$ cat src/rtl/pcm_slot_seq_pkg.sv
package pcm_slot_seq_pkg;

  // slot index of an edge count measured from the separation edge
  function automatic int unsigned slot_of(input int unsigned elapsed, input int unsigned bits);
    return elapsed / bits;
  endfunction

  // true when the edge count sits on a slot boundary
  function automatic bit on_boundary(input int unsigned elapsed, input int unsigned bits);
    return (elapsed % bits) == 0;
  endfunction

  // true when two slots are equal or neighbours
  function automatic bit too_close(input int unsigned a, input int unsigned b);
    return (a == b) || (a == b + 1) || (b == a + 1);
  endfunction

  // receive lag from a high-width count: width minus one, width capped
  function automatic int unsigned lag_of(input int unsigned width, input int unsigned cap);
    int unsigned w;
    w = (width > cap) ? cap : width;
    return (w == 0) ? 0 : w - 1;
  endfunction

endpackage

$ cat src/rtl/pcm_slot_seq_frame.sv
module pcm_slot_seq_frame
  import pcm_slot_seq_pkg::*;
#(
  parameter int CNT_W = 10,
  parameter int DLY_W = 6
) (
  input  logic             clk,
  input  logic             rst_n,
  input  logic             sep_i,
  output logic             frame_start,
  output logic [CNT_W-1:0] elapsed,
  output logic             framed,
  output logic [DLY_W-1:0] rx_dly
);
  localparam int WC_W = DLY_W + 1;
  localparam logic [CNT_W-1:0] CNT_MAX = '1;
  localparam logic [WC_W-1:0]  WC_CAP  = WC_W'(1 << DLY_W);

  logic             sep_q, framed_q, sep_fall;
  logic [CNT_W-1:0] cnt_q;
  logic [WC_W-1:0]  wc_q;

  assign frame_start = sep_i & ~sep_q;
  assign sep_fall    = sep_q & ~sep_i;
  assign framed      = framed_q | frame_start;

  always_comb begin
    if (frame_start)         elapsed = '0;
    else if (cnt_q == CNT_MAX) elapsed = cnt_q;
    else                     elapsed = cnt_q + 1'b1;
  end

  always_ff @(posedge clk) begin
    if (!rst_n) begin
      sep_q    <= 1'b0;
      framed_q <= 1'b0;
      cnt_q    <= '0;
      wc_q     <= '0;
      rx_dly   <= '0;
    end else begin
      sep_q    <= sep_i;
      framed_q <= framed;
      cnt_q    <= elapsed;
      if (frame_start)
        wc_q <= WC_W'(1);
      else if (sep_i && sep_q && wc_q != WC_CAP)
        wc_q <= wc_q + 1'b1;
      if (sep_fall)
        rx_dly <= DLY_W'(lag_of(32'(wc_q), 32'(1 << DLY_W)));
    end
  end
endmodule

$ cat src/rtl/pcm_slot_seq_sync.sv
module pcm_slot_seq_sync
  import pcm_slot_seq_pkg::*;
#(
  parameter int NCH       = 4,
  parameter int MAX_SLOTS = 64,
  parameter int SLOT_BITS = 8,
  parameter int SLOT_W    = 6,
  parameter int CNT_W     = 10
) (
  input  logic                  clk,
  input  logic                  rst_n,
  input  logic                  wide_i,
  input  logic [NCH-1:0]        fsx_i,
  input  logic                  frame_start,
  input  logic                  framed,
  input  logic [CNT_W-1:0]      elapsed,
  output logic [NCH-1:0]        acc,
  output logic [NCH-1:0]        rej,
  output logic [NCH*SLOT_W-1:0] slot_o,
  output logic [NCH-1:0]        slot_ok_o,
  output logic [NCH-1:0]        err_o
);
  logic [NCH-1:0]    fsx_q, hit, taken_q, taken_eff, clash;
  logic [SLOT_W-1:0] slot_q [NCH];
  int unsigned       e_slot;
  logic              e_edge, e_fits;

  assign hit       = fsx_i & ~fsx_q;
  assign taken_eff = frame_start ? '0 : taken_q;

  always_comb begin
    e_slot = slot_of(32'(elapsed), 32'(SLOT_BITS));
    e_edge = on_boundary(32'(elapsed), 32'(SLOT_BITS));
    e_fits = e_slot < (wide_i ? 32'(MAX_SLOTS) : 32'(MAX_SLOTS / 2));
  end

  always_comb begin
    for (int c = 0; c < NCH; c++) begin
      clash[c] = 1'b0;
      for (int d = 0; d < NCH; d++)
        if (d != c && (hit[d] || (taken_eff[d] && too_close(32'(slot_q[d]), e_slot))))
          clash[c] = 1'b1;
    end
  end

  assign acc = hit & {NCH{framed & e_edge & e_fits}} & ~clash;
  assign rej = hit & ~acc;

  always_ff @(posedge clk) begin
    if (!rst_n) begin
      fsx_q     <= '0;
      taken_q   <= '0;
      err_o     <= '0;
      slot_ok_o <= '0;
      for (int c = 0; c < NCH; c++) slot_q[c] <= '0;
    end else begin
      fsx_q     <= fsx_i;
      taken_q   <= taken_eff | acc;
      err_o     <= rej;
      slot_ok_o <= slot_ok_o | acc;
      for (int c = 0; c < NCH; c++)
        if (acc[c]) slot_q[c] <= SLOT_W'(e_slot);
    end
  end

  for (genvar c = 0; c < NCH; c++) begin : g_slot
    assign slot_o[c*SLOT_W +: SLOT_W] = slot_q[c];
  end
endmodule

$ cat src/rtl/pcm_slot_seq_tx.sv
module pcm_slot_seq_tx #(
  parameter int SLOT_BITS = 8,
  parameter int BIT_W     = 3
) (
  input  logic                 clk,
  input  logic                 rst_n,
  input  logic                 start,
  input  logic [SLOT_BITS-1:0] byte_i,
  output logic                 bit_o,
  output logic                 act_o
);
  logic [SLOT_BITS-1:0] sh_q;
  logic [BIT_W-1:0]     cnt_q;

  assign bit_o = sh_q[SLOT_BITS-1];

  always_ff @(posedge clk) begin
    if (!rst_n) begin
      sh_q  <= '0;
      cnt_q <= '0;
      act_o <= 1'b0;
    end else if (start) begin
      sh_q  <= byte_i;
      cnt_q <= '0;
      act_o <= 1'b1;
    end else if (act_o) begin
      sh_q  <= sh_q << 1;
      cnt_q <= cnt_q + 1'b1;
      if (cnt_q == BIT_W'(SLOT_BITS - 1)) act_o <= 1'b0;
    end
  end
endmodule

$ cat src/rtl/pcm_slot_seq_rx.sv
module pcm_slot_seq_rx #(
  parameter int SLOT_BITS = 8,
  parameter int BIT_W     = 3,
  parameter int DLY_W     = 6
) (
  input  logic                 clk,
  input  logic                 rst_n,
  input  logic                 start,
  input  logic [DLY_W-1:0]     dly,
  input  logic                 rx_i,
  output logic                 stb_o,
  output logic                 vld_o,
  output logic [SLOT_BITS-1:0] byte_o
);
  logic                 pend_q;
  logic [DLY_W-1:0]     lag_q;
  logic [BIT_W-1:0]     cnt_q;
  logic [SLOT_BITS-1:0] sh_q;

  always_ff @(posedge clk) begin
    if (!rst_n) begin
      pend_q <= 1'b0;
      lag_q  <= '0;
      cnt_q  <= '0;
      sh_q   <= '0;
      stb_o  <= 1'b0;
      vld_o  <= 1'b0;
      byte_o <= '0;
    end else begin
      vld_o <= 1'b0;
      if (start) begin
        cnt_q  <= '0;
        lag_q  <= dly;
        pend_q <= (dly != '0);
        stb_o  <= (dly == '0);
      end else begin
        if (pend_q) begin
          if (lag_q == DLY_W'(1)) begin
            pend_q <= 1'b0;
            stb_o  <= 1'b1;
            cnt_q  <= '0;
          end else begin
            lag_q <= lag_q - 1'b1;
          end
        end
        if (stb_o) begin
          sh_q  <= {sh_q[SLOT_BITS-2:0], rx_i};
          cnt_q <= cnt_q + 1'b1;
          if (cnt_q == BIT_W'(SLOT_BITS - 1)) begin
            stb_o  <= 1'b0;
            vld_o  <= 1'b1;
            byte_o <= {sh_q[SLOT_BITS-2:0], rx_i};
          end
        end
      end
    end
  end
endmodule

$ cat src/rtl/pcm_slot_seq.sv
module pcm_slot_seq #(
  parameter int NCH       = 4,
  parameter int MAX_SLOTS = 64,
  parameter int SLOT_BITS = 8,
  parameter int DLY_W     = 6
) (
  input  logic                          clk,
  input  logic                          rst_n,
  input  logic                          wide_i,
  input  logic                          sep_i,
  input  logic [NCH-1:0]                fsx_i,
  input  logic [NCH*SLOT_BITS-1:0]      tx_byte_i,
  output logic                          tx_o,
  output logic                          tx_oe_o,
  input  logic                          rx_i,
  output logic [NCH-1:0]                rx_stb_o,
  output logic [NCH*SLOT_BITS-1:0]      rx_byte_o,
  output logic [NCH-1:0]                rx_vld_o,
  output logic [NCH*$clog2(MAX_SLOTS)-1:0] slot_o,
  output logic [NCH-1:0]                slot_ok_o,
  output logic [NCH-1:0]                sync_err_o,
  output logic [DLY_W-1:0]              rx_delay_o
);
  localparam int SLOT_W = $clog2(MAX_SLOTS);
  localparam int CNT_W  = $clog2(MAX_SLOTS * SLOT_BITS) + 1;
  localparam int BIT_W  = $clog2(SLOT_BITS);

  logic             frame_start, framed;
  logic [CNT_W-1:0] elapsed;
  logic [NCH-1:0]   acc, rej, tx_act, tx_bit;

  pcm_slot_seq_frame #(.CNT_W(CNT_W), .DLY_W(DLY_W)) u_frame (
    .clk(clk), .rst_n(rst_n), .sep_i(sep_i),
    .frame_start(frame_start), .elapsed(elapsed),
    .framed(framed), .rx_dly(rx_delay_o)
  );

  pcm_slot_seq_sync #(
    .NCH(NCH), .MAX_SLOTS(MAX_SLOTS), .SLOT_BITS(SLOT_BITS),
    .SLOT_W(SLOT_W), .CNT_W(CNT_W)
  ) u_sync (
    .clk(clk), .rst_n(rst_n), .wide_i(wide_i), .fsx_i(fsx_i),
    .frame_start(frame_start), .framed(framed), .elapsed(elapsed),
    .acc(acc), .rej(rej), .slot_o(slot_o),
    .slot_ok_o(slot_ok_o), .err_o(sync_err_o)
  );

  for (genvar c = 0; c < NCH; c++) begin : g_ch
    pcm_slot_seq_tx #(.SLOT_BITS(SLOT_BITS), .BIT_W(BIT_W)) u_tx (
      .clk(clk), .rst_n(rst_n), .start(acc[c]),
      .byte_i(tx_byte_i[c*SLOT_BITS +: SLOT_BITS]),
      .bit_o(tx_bit[c]), .act_o(tx_act[c])
    );
    pcm_slot_seq_rx #(.SLOT_BITS(SLOT_BITS), .BIT_W(BIT_W), .DLY_W(DLY_W)) u_rx (
      .clk(clk), .rst_n(rst_n), .start(acc[c]), .dly(rx_delay_o),
      .rx_i(rx_i), .stb_o(rx_stb_o[c]), .vld_o(rx_vld_o[c]),
      .byte_o(rx_byte_o[c*SLOT_BITS +: SLOT_BITS])
    );
  end

  assign tx_oe_o = |tx_act;
  assign tx_o    = |(tx_bit & tx_act);
endmodule

$ cat config.mk
export PLATFORM = sky130hd
export DESIGN_NAME = pcm_slot_seq
export DESIGN_NICKNAME = d
export VERILOG_FILES = /design/src/rtl/pcm_slot_seq_pkg.sv /design/src/rtl/pcm_slot_seq_frame.sv /design/src/rtl/pcm_slot_seq_sync.sv /design/src/rtl/pcm_slot_seq_tx.sv /design/src/rtl/pcm_slot_seq_rx.sv /design/src/rtl/pcm_slot_seq.sv
export SDC_FILE = /design/constraint.sdc
export NUM_CORES = 1
export LEC_CHECK = 0
export ABC_AREA = 1
export BUFFER_PORTS_ARGS = -buffer_cell sky130_fd_sc_hd__clkbuf_2
export CELL_PAD_IN_SITES_DETAIL_PLACEMENT = 1
export CELL_PAD_IN_SITES_GLOBAL_PLACEMENT = 1
export CORE_UTILIZATION = 43
export DETAILED_ROUTE_END_ITERATION = 6
export PLACE_DENSITY_LB_ADDON = 0.1
export SETUP_SLACK_MARGIN = 0.4
export SLEW_MARGIN = 20
export SYNTH_ARGS = -nofsm -noshare
export SYNTH_HDL_FRONTEND = slang
export SYNTH_SLANG_ARGS = --single-unit
export TNS_END_PERCENT = 5
$ cat constraint.sdc
create_clock -name clk -period 3.9 [get_ports clk]
set_input_delay 0.78 -clock clk [delete_from_list [all_inputs] [get_ports clk]]
set_output_delay 0.78 -clock clk [all_outputs]
set_load 0.02 [all_outputs]
==> results of run 1 <==
[power by group]
group	total [mW]	switching, mW	leakage, nW	internal (mW)
logic	0.371	0.240	3.73	0.131
registers	2.39	0.0538	1.84	2.33
clock network	2.17	0.903	0.382	1.27
[registers in the layout, summed over array words and instances, names as in the netlist, 6 cells and up]
register and flops:
g_ch.u_rx.byte_o 32, g_ch.u_tx.sh_q 32, g_ch.u_rx.sh_q 28, g_ch.u_rx.lag_q 24, u_sync.slot_q 24, g_ch.u_rx.cnt_q 12, g_ch.u_tx.cnt_q 12, u_frame.cnt_q 10
u_frame.wc_q 7, u_frame.rx_dly 6
[cell families (layout without fill, tap and decap cells)]
logic type / after synthesis / count (layout) / share of synthesized area [%]
buffers and inverters: 201 / 345 / 7.54
xor gates and xnor gates: 74 / 74 / 5.67
adders and majority gates: 35 / 35 / 3.83
muxes: 24 / 24 / 2.10
DFF: 221 / 221 / 40.8
and+or+nand+nor: 833 / 834 / 33.0
AOI/OAI and AO/OA: 148 / 148 / 7.05
[routing by layer]
layer | wire (microns) | part of all wire (%) | GRT usage, % | vias up
li1 | - | - | - | 5220
met1 | 14500 | 44 | 30.5 | 5042
met2 | 16600 | 50 | 44.4 | 175
met3 | 1030 | 3.1 | 2.56 | 54
met4 | 907 | 2.7 | 7.80 | 0
met5 | 0 | 0 | 0 | -
[layout make-up]
class                           count  area [sq um]  area share (%)
Clock buffer                       35           712            5.32
Clock inverter                      8          55.1           0.412
Multi-Input combinational cell   1115          6050            45.2
Sequential cell                   221          4670            34.9
Timing Repair Buffer              159           928            6.94
Tap cell                          335           419            3.13
Inverter                          143           543            4.06
[cells in the mapped netlist, types with 8 or more instances]
| master | instances |
|---|---|
| nor2_4 | 14 |
| nor2_1 | 178 |
| edfxtp_1 | 24 |
| buf_2 | 11 |
| inv_1 | 135 |
| nand4_1 | 18 |
| ha_1 | 35 |
| a21oi_1 | 63 |
| nand2b_1 | 8 |
| nand3_2 | 8 |
| o21ai_0 | 59 |
| nand2_2 | 19 |
| nor3_1 | 12 |
| nand3_1 | 192 |
| mux2i_1 | 24 |
| dfxtp_1 | 197 |
| inv_2 | 8 |
| clkbuf_1 | 16 |
| xnor2_1 | 30 |
| buf_1 | 12 |
| buf_4 | 13 |
| nand2_1 | 361 |
| xor2_1 | 44 |
[path summary, 6_finish.rpt]
check / to / cells past startpoint / slack (ns)
max: g_ch[2].u_rx.sh_q[1] / 20 / 0.64
max reg2reg: g_ch[2].u_rx.sh_q[1] / 20 / 0.64
min reg2reg: u_sync.slot_ok_o[1] / 2 / 0.45
min: u_sync.slot_ok_o[1] / 2 / 0.45
[stage by stage]
stage / utilization (%) / hold WS (ns) / area (sq um) / cells
final: 51.3 / 0.449 / 13400 / 2016
after global routing: 51.3 / 0.470 / 13400 / 2016
after CTS: 50.5 / 0.455 / 13200 / 2003
after detailed placement: 47.4 / 0.441 / 12300 / 1960
after global placement: 47.4 / 0.435 / 12300 / 1960
after floorplan: - / 0.419 / 11400 / 1536
[worst register-to-register path: cells and delay by family (launching register included)]
kind                     cells  cell delay, ns
buffers and inverters        1            0.21
flip-flops                   1            0.38
AO/OA/AOI/OAI                2            0.40
adder cells (fa/ha/maj)      1            0.16
AND/OR/NAND/NOR             16            2.03
[layout by cell type (no fill, tap or decap), types with 24 or more instances in the layout]
cell,n
nand3_1,192
inv_1,134
dfxtp_1,195
a21oi_1,63
ha_1,33
edfxtp_1,24
clkbuf_2,119
o21ai_0,57
clkbuf_16,24
buf_4,36
nor2_1,178
mux2i_1,24
xnor2_1,30
xor2_1,44
nand2_1,358
[timing repair]
action | in CTS | in global routing
setup buffers | 0 | 12
endpoints found under the hold margin | 0 | 0
gates cloned | 0 | 1
pin swaps | 0 | 11
resized for setup | 9 | 23
setup endpoints to repair | 179 | 208
==> flow_metrics.env, run 1 <==
export IMPL_core_area_sq_um=26100
export IMPL_syn2layout_area_growth_pct=17.0
export IMPL_cts_root_buf="clkbuf_16"
export IMPL_clk_pin_slew_ns=0.06
export IMPL_crit_chain="ha_4, nand3_1, o21ai_0, nand3_2, nand2_4, nand2_1, nand2_1, nor2_1, nand3_1, nor2_1, nor2_1, nand2_1, nand2_1, nand2_2, nor2_4, nand2_8, buf_4, nand2_2, nand2_1, a21oi_1"
export IMPL_synth_distinct_cells=42
export IMPL_finalHoldViolCount=0
export IMPL_cp_required_ns=4.33
export IMPL_slew_headroom_pct=48.1
export IMPL_synthFlopType="dfxtp_1"
export IMPL_slowest_stage="dfxtp_2"
export IMPL_clock_sinks=221
export IMPL_nNetsFinal=1740
export IMPL_grt_overflow=0
export IMPL_rows=59
export IMPL_syn_area_sq_um=11400
export IMPL_fmax_mhz=307
export IMPL_synth_fp_nets=1612
export IMPL_synth_area_leaders="dfxtp_1 (35%), nand2_1 (12%), nand3_1 (8.4%), edfxtp_1 (6.3%), nor2_1 (5.8%)"
export IMPL_cts_hold_buf=0
export IMPL_setup_violations_final=0
export IMPL_grt_antenna_before_repair=0
export IMPL_place_ws_ns=0.0911
export IMPL_peakVddDrop_v=0.000307
export IMPL_status="completed"
export IMPL_drt_iter0_markers=413
export IMPL_p_leak_nw=5.95
export IMPL_ys_seq_elements=221
export IMPL_cts_max_path_buffers=3
export IMPL_crit_family="simple AND/OR/NAND/NOR gates"
export IMPL_ys_seq_area_share_pct=40.8
export IMPL_syn_avg_cell_area_sq_um=7.44
export IMPL_detail_route_wl_per_cell_microns=16.4
export IMPL_async_reset_ff_share_pct=0
export IMPL_finalPower_mw=4.93
export IMPL_rr_startpoint="u_frame.cnt_q[1]"
export IMPL_fin_ws_ns=0.638
export IMPL_p_per_area_nw_per_um2=368
export IMPL_finalCritPeriodShare_pct=83.6
export IMPL_slew_viol_final=0
export IMPL_fp_dieH_microns=165
export IMPL_num_io_pins=121
export IMPL_antennaDiodeCount=0
export IMPL_drv_cap=0
export IMPL_start_util_pct=43.9
export IMPL_fill_cells=3386
export IMPL_finalSetupTns_ns=0
export IMPL_die_area_sq_um=27200
export IMPL_io_buffers=120
export IMPL_min_from="u_sync.slot_ok_o[1]"
export IMPL_cp_max_fo=12
export IMPL_drt_total_wl_microns=33100
export IMPL_hp_class="reg2reg"
export IMPL_ys_warn_count=0
export IMPL_cp_startpoint="u_frame.cnt_q[1]"
export IMPL_yosysTopAreaCell="dfxtp_1"
export IMPL_first_global_vias=10700
export IMPL_tightest_slew_ns=0.777
export IMPL_max_stage_delay_ns=0.38
export IMPL_crit_path_end_kind="flip-flop"
export IMPL_crit_type="reg2reg"
export IMPL_num_vias=10500
export IMPL_postSynthCellCount=1536
export IMPL_cts_tree="yes"
export IMPL_h_tree_depth=1
export IMPL_grt_pass1_wl_microns=54000
export IMPL_ant_nets=0
export IMPL_rsz0062_at_grt="no"
export IMPL_min_period_ns=3.26
export IMPL_grt_max_degree=60
export IMPL_viasPerCell=5.20
export IMPL_gp_congestion=0.872
export IMPL_start_kind="flip-flop"
export IMPL_synth_top_area_share_pct=34.5
export IMPL_drive_above_1_share_pct=16.4
export IMPL_worst_path_buf_inv=1
export IMPL_worstSkewPairLatency_ns=0.52
export IMPL_drc_errors=0
export IMPL_dr_pass1_iters=5
export IMPL_synth_edf_count=24
export IMPL_worstPathArrival_ns=3.69
export IMPL_hpwl_microns=24400
export IMPL_numCtsBuffers=24
export IMPL_grt_usage_pct=24.7
export IMPL_dieWidth_microns=165
export IMPL_skew_ns=0.0133
export IMPL_crit_path_frequent_cell="nand2_1"
No activity file was read; power rests on OpenSTA's default activity.
==> run 2, diff against run 1 <==
--- a/config.mk
+++ b/config.mk
@@ -5,11 +5,11 @@
 export SDC_FILE = /design/constraint.sdc
 export NUM_CORES = 1
 export LEC_CHECK = 0
-export ABC_AREA = 1
+export ABC_AREA = 0
 export BUFFER_PORTS_ARGS = -buffer_cell sky130_fd_sc_hd__clkbuf_2
 export CELL_PAD_IN_SITES_DETAIL_PLACEMENT = 1
 export CELL_PAD_IN_SITES_GLOBAL_PLACEMENT = 1
-export CORE_UTILIZATION = 43
+export CORE_UTILIZATION = 46
 export DETAILED_ROUTE_END_ITERATION = 6
 export PLACE_DENSITY_LB_ADDON = 0.1
 export SETUP_SLACK_MARGIN = 0.4
==> constraint.sdc (replaced) <==
create_clock -name clk -period 3.2 [get_ports clk]
set_input_delay 0.64 -clock clk [delete_from_list [all_inputs] [get_ports clk]]
set_output_delay 0.64 -clock clk [all_outputs]
set_load 0.02 [all_outputs]
==> flow_metrics.env, run 2 <==
export IMPL_cts_tree="yes"
export IMPL_finalPower_mw=6.54
export IMPL_worstPathArrival_ns=3.97
export IMPL_ant_nets=0
export IMPL_ys_seq_area_share_pct=40.0
export IMPL_h_tree_depth=1
export IMPL_layout_commonest_cell="dfxtp_1"
export IMPL_syn_avg_cell_area_sq_um=9.31
export IMPL_syn_area_sq_um=11700
export IMPL_antennaDiodeCount=0
export IMPL_crit_type="reg2reg"
export IMPL_fp_dieH_microns=161
export IMPL_grt_max_degree=103
export IMPL_peakVddDrop_v=0.000411
export IMPL_start_kind="flip-flop"
export IMPL_io_buffers=120
export IMPL_min_period_ns=3.73
export IMPL_synth_distinct_cells=78
export IMPL_postSynthCellCount=1253
export IMPL_syn2layout_area_growth_pct=32.4
export IMPL_dieWidth_microns=161
export IMPL_drv_cap=0
export IMPL_drc_errors=0
export IMPL_use_met2_pct=53.2
export IMPL_synth_fp_nets=1329
export IMPL_gp_congestion=0.933
export IMPL_detail_route_wl_per_cell_microns=22.8
export IMPL_ys_seq_elements=221
export IMPL_worstSkewPairLatency_ns=0.53
export IMPL_numCtsBuffers=25
export IMPL_drive_above_1_share_pct=30.3
export IMPL_synth_edf_count=24
export IMPL_clock_sinks=221
export IMPL_setup_violations_final=216
export IMPL_cts_max_path_buffers=3
export IMPL_fin_cells=1852
export IMPL_reg_largest_list="g_ch.u_rx.byte_o x32, g_ch.u_tx.sh_q x32, g_ch.u_rx.sh_q x28"
export IMPL_synthFlopType="dfxtp_1"
export IMPL_cp_max_fo=5
export IMPL_ys_warn_count=0
export IMPL_hpwl_microns=28600
export IMPL_grt_usage_pct=31.3
export IMPL_dr_pass1_iters=5
export IMPL_async_reset_ff_share_pct=0
export IMPL_drt_iter0_markers=792
export IMPL_num_vias=11100
export IMPL_violations="negative setup slack"
export IMPL_tightest_slew_ns=1.07
export IMPL_finalHoldViolCount=0
export IMPL_synth_top_area_share_pct=33.8
export IMPL_core_area_sq_um=24600
export IMPL_min_from="fsx_i[2]"
export IMPL_dpl_cell_count=1776
export IMPL_skew_ns=0.0144
export IMPL_hp_class="in2reg"
export IMPL_fin_ws_ns=-0.532
export IMPL_synth_common_cells="dfxtp_1 (197), nand2_1 (133), mux2i_1 (116), nor2_1 (71), clkbuf_1 (50)"
export IMPL_drt_total_wl_microns=42300
export IMPL_gr_max_usage_layer="met2"
export IMPL_rsz0062_at_grt="yes"
export IMPL_final_cell_mix="dfxtp_1 (193), buf_4 (166), nand2_1 (126)"
export IMPL_yosysTopAreaCell="dfxtp_1"
export IMPL_grt_met3_usage_pct=3.83
export IMPL_slew_viol_final=0
export IMPL_grt_overflow=0
export IMPL_cp_required_ns=3.43
export IMPL_p_leak_nw=6.60
export IMPL_first_global_vias=11400
export IMPL_synth_most_common_cell="dfxtp_1"
export IMPL_cp_startpoint="u_frame.cnt_q[0]"
export IMPL_die_area_sq_um=26000
export IMPL_nNetsFinal=1585
export IMPL_fmax_mhz=268
export IMPL_rows=57
export IMPL_final_util_pct=62.7
export IMPL_synth_area_leaders="dfxtp_1 (34%), mux2i_1 (10%), edfxtp_1 (6.2%), nand2_1 (4.3%), ha_1 (3.8%)"
export IMPL_use_met1_pct=41.4
export IMPL_status="finished, violations left"
export IMPL_start_util_pct=47.4
export IMPL_crit_path_end_kind="flip-flop"
export IMPL_ff2ff_setup_slack_ns=-0.53
export IMPL_grt_pass1_wl_microns=64100
export IMPL_grt_antenna_before_repair=0
export IMPL_hold_slack_ns=0.357
export IMPL_cts_root_buf="clkbuf_16"
export IMPL_num_io_pins=121
export IMPL_rr_startpoint="u_frame.cnt_q[0]"
export IMPL_p_per_area_nw_per_um2=423
export IMPL_clk_pin_slew_ns=0.06
export IMPL_finalCritPeriodShare_pct=117
export IMPL_slew_headroom_pct=27.9
export IMPL_viasPerCell=5.99
## run 2: changes by cell type after synthesis, sizes merged, moves of 20 or more
| cell | delta |
|---|---|
| nor3 | +33 |
| and3 | +27 |
| inv | -108 |
| mux2i | +92 |
| o21ai | -49 |
| nand2 | -254 |
| xor2 | -20 |
| a21oi | -28 |
| a211oi | +42 |
| clkbuf | +34 |
| nand3 | -164 |
| nor4 | +47 |
| nor2 | -124 |
## run 2: per-stage QoR
stage                     setup slack, ns  setup TNS, ns  instance area [sq um]
final                              -0.532         -86.31                  15400
after global routing               -0.612        -108.40                  15400
after CTS                          -0.461         -73.51                  15200
after detailed placement           -0.932        -169.74                  13800
after global placement             -0.887        -157.69                  13800
after floorplan                    -0.762        -123.25                  11800
## run 2: where the power goes
group	switching, mW	total, mW	leakage, nW	internal (mW)
logic	0.405	0.696	4.36	0.291
clock network	1.19	2.91	0.394	1.72
registers	0.0746	2.93	1.85	2.86
## run 2: area by class of cell
class                   instances  area [sq um]
clock buffers                  35           673
clock inverters                11           149
fillers                      2770          9170
inverters                      35           134
multi-input cells             904          6880
flip-flops and latches        221          4670
well taps                     324           405
repair buffers                322          2520
## run 2: per-layer routing
layer	share of wire (%)	vias to the layer above
met4	2.9	0
met5	0	-
li1	-	5104
met3	5.0	88
met2	49	356
met1	44	5548
## run 2: worst paths after layout
check,endpoint,depth (start not counted)
max reg2reg,u_sync.slot_q[0][18],13
min,u_sync.fsx_q[2],2
min reg2reg,g_ch[1].u_rx.byte_o[7],2
max,u_sync.slot_q[0][18],13
## run 2: cell families (layout without fill, tap and decap cells)
family          after synthesis  in the layout  synth area share (%)
simple gates                458            460                  20.2
flops                       221            221                  40.0
xor+xnor                     74             74                  6.28
compound gates              214            214                  14.2
buf+inv                     130            403                  5.20
fa+ha+maj                    36             36                  3.84
mux                         120            120                  10.3
## run 2: critical path, stage by stage (launching register included)
cell and delay [ns]:
dfxtp_4 0.37, ha_4 0.17, nand3_4 0.10, buf_6 0.15, o2111a_2 0.31, or4_4 0.44, a211o_1 0.30, a2111o_1 0.37
or4b_4 0.54, buf_6 0.16, and3_4 0.17, nand3_4 0.16, buf_12 0.14, nor2_1 0.04
## run 2: timing repair
item                       CTS  global route
setup endpoints to repair  216           216
pin swaps                   59            28
gates resized for setup     64            40
cloned                       4             1
setup buffers               19             6
hold buffers                 0             0
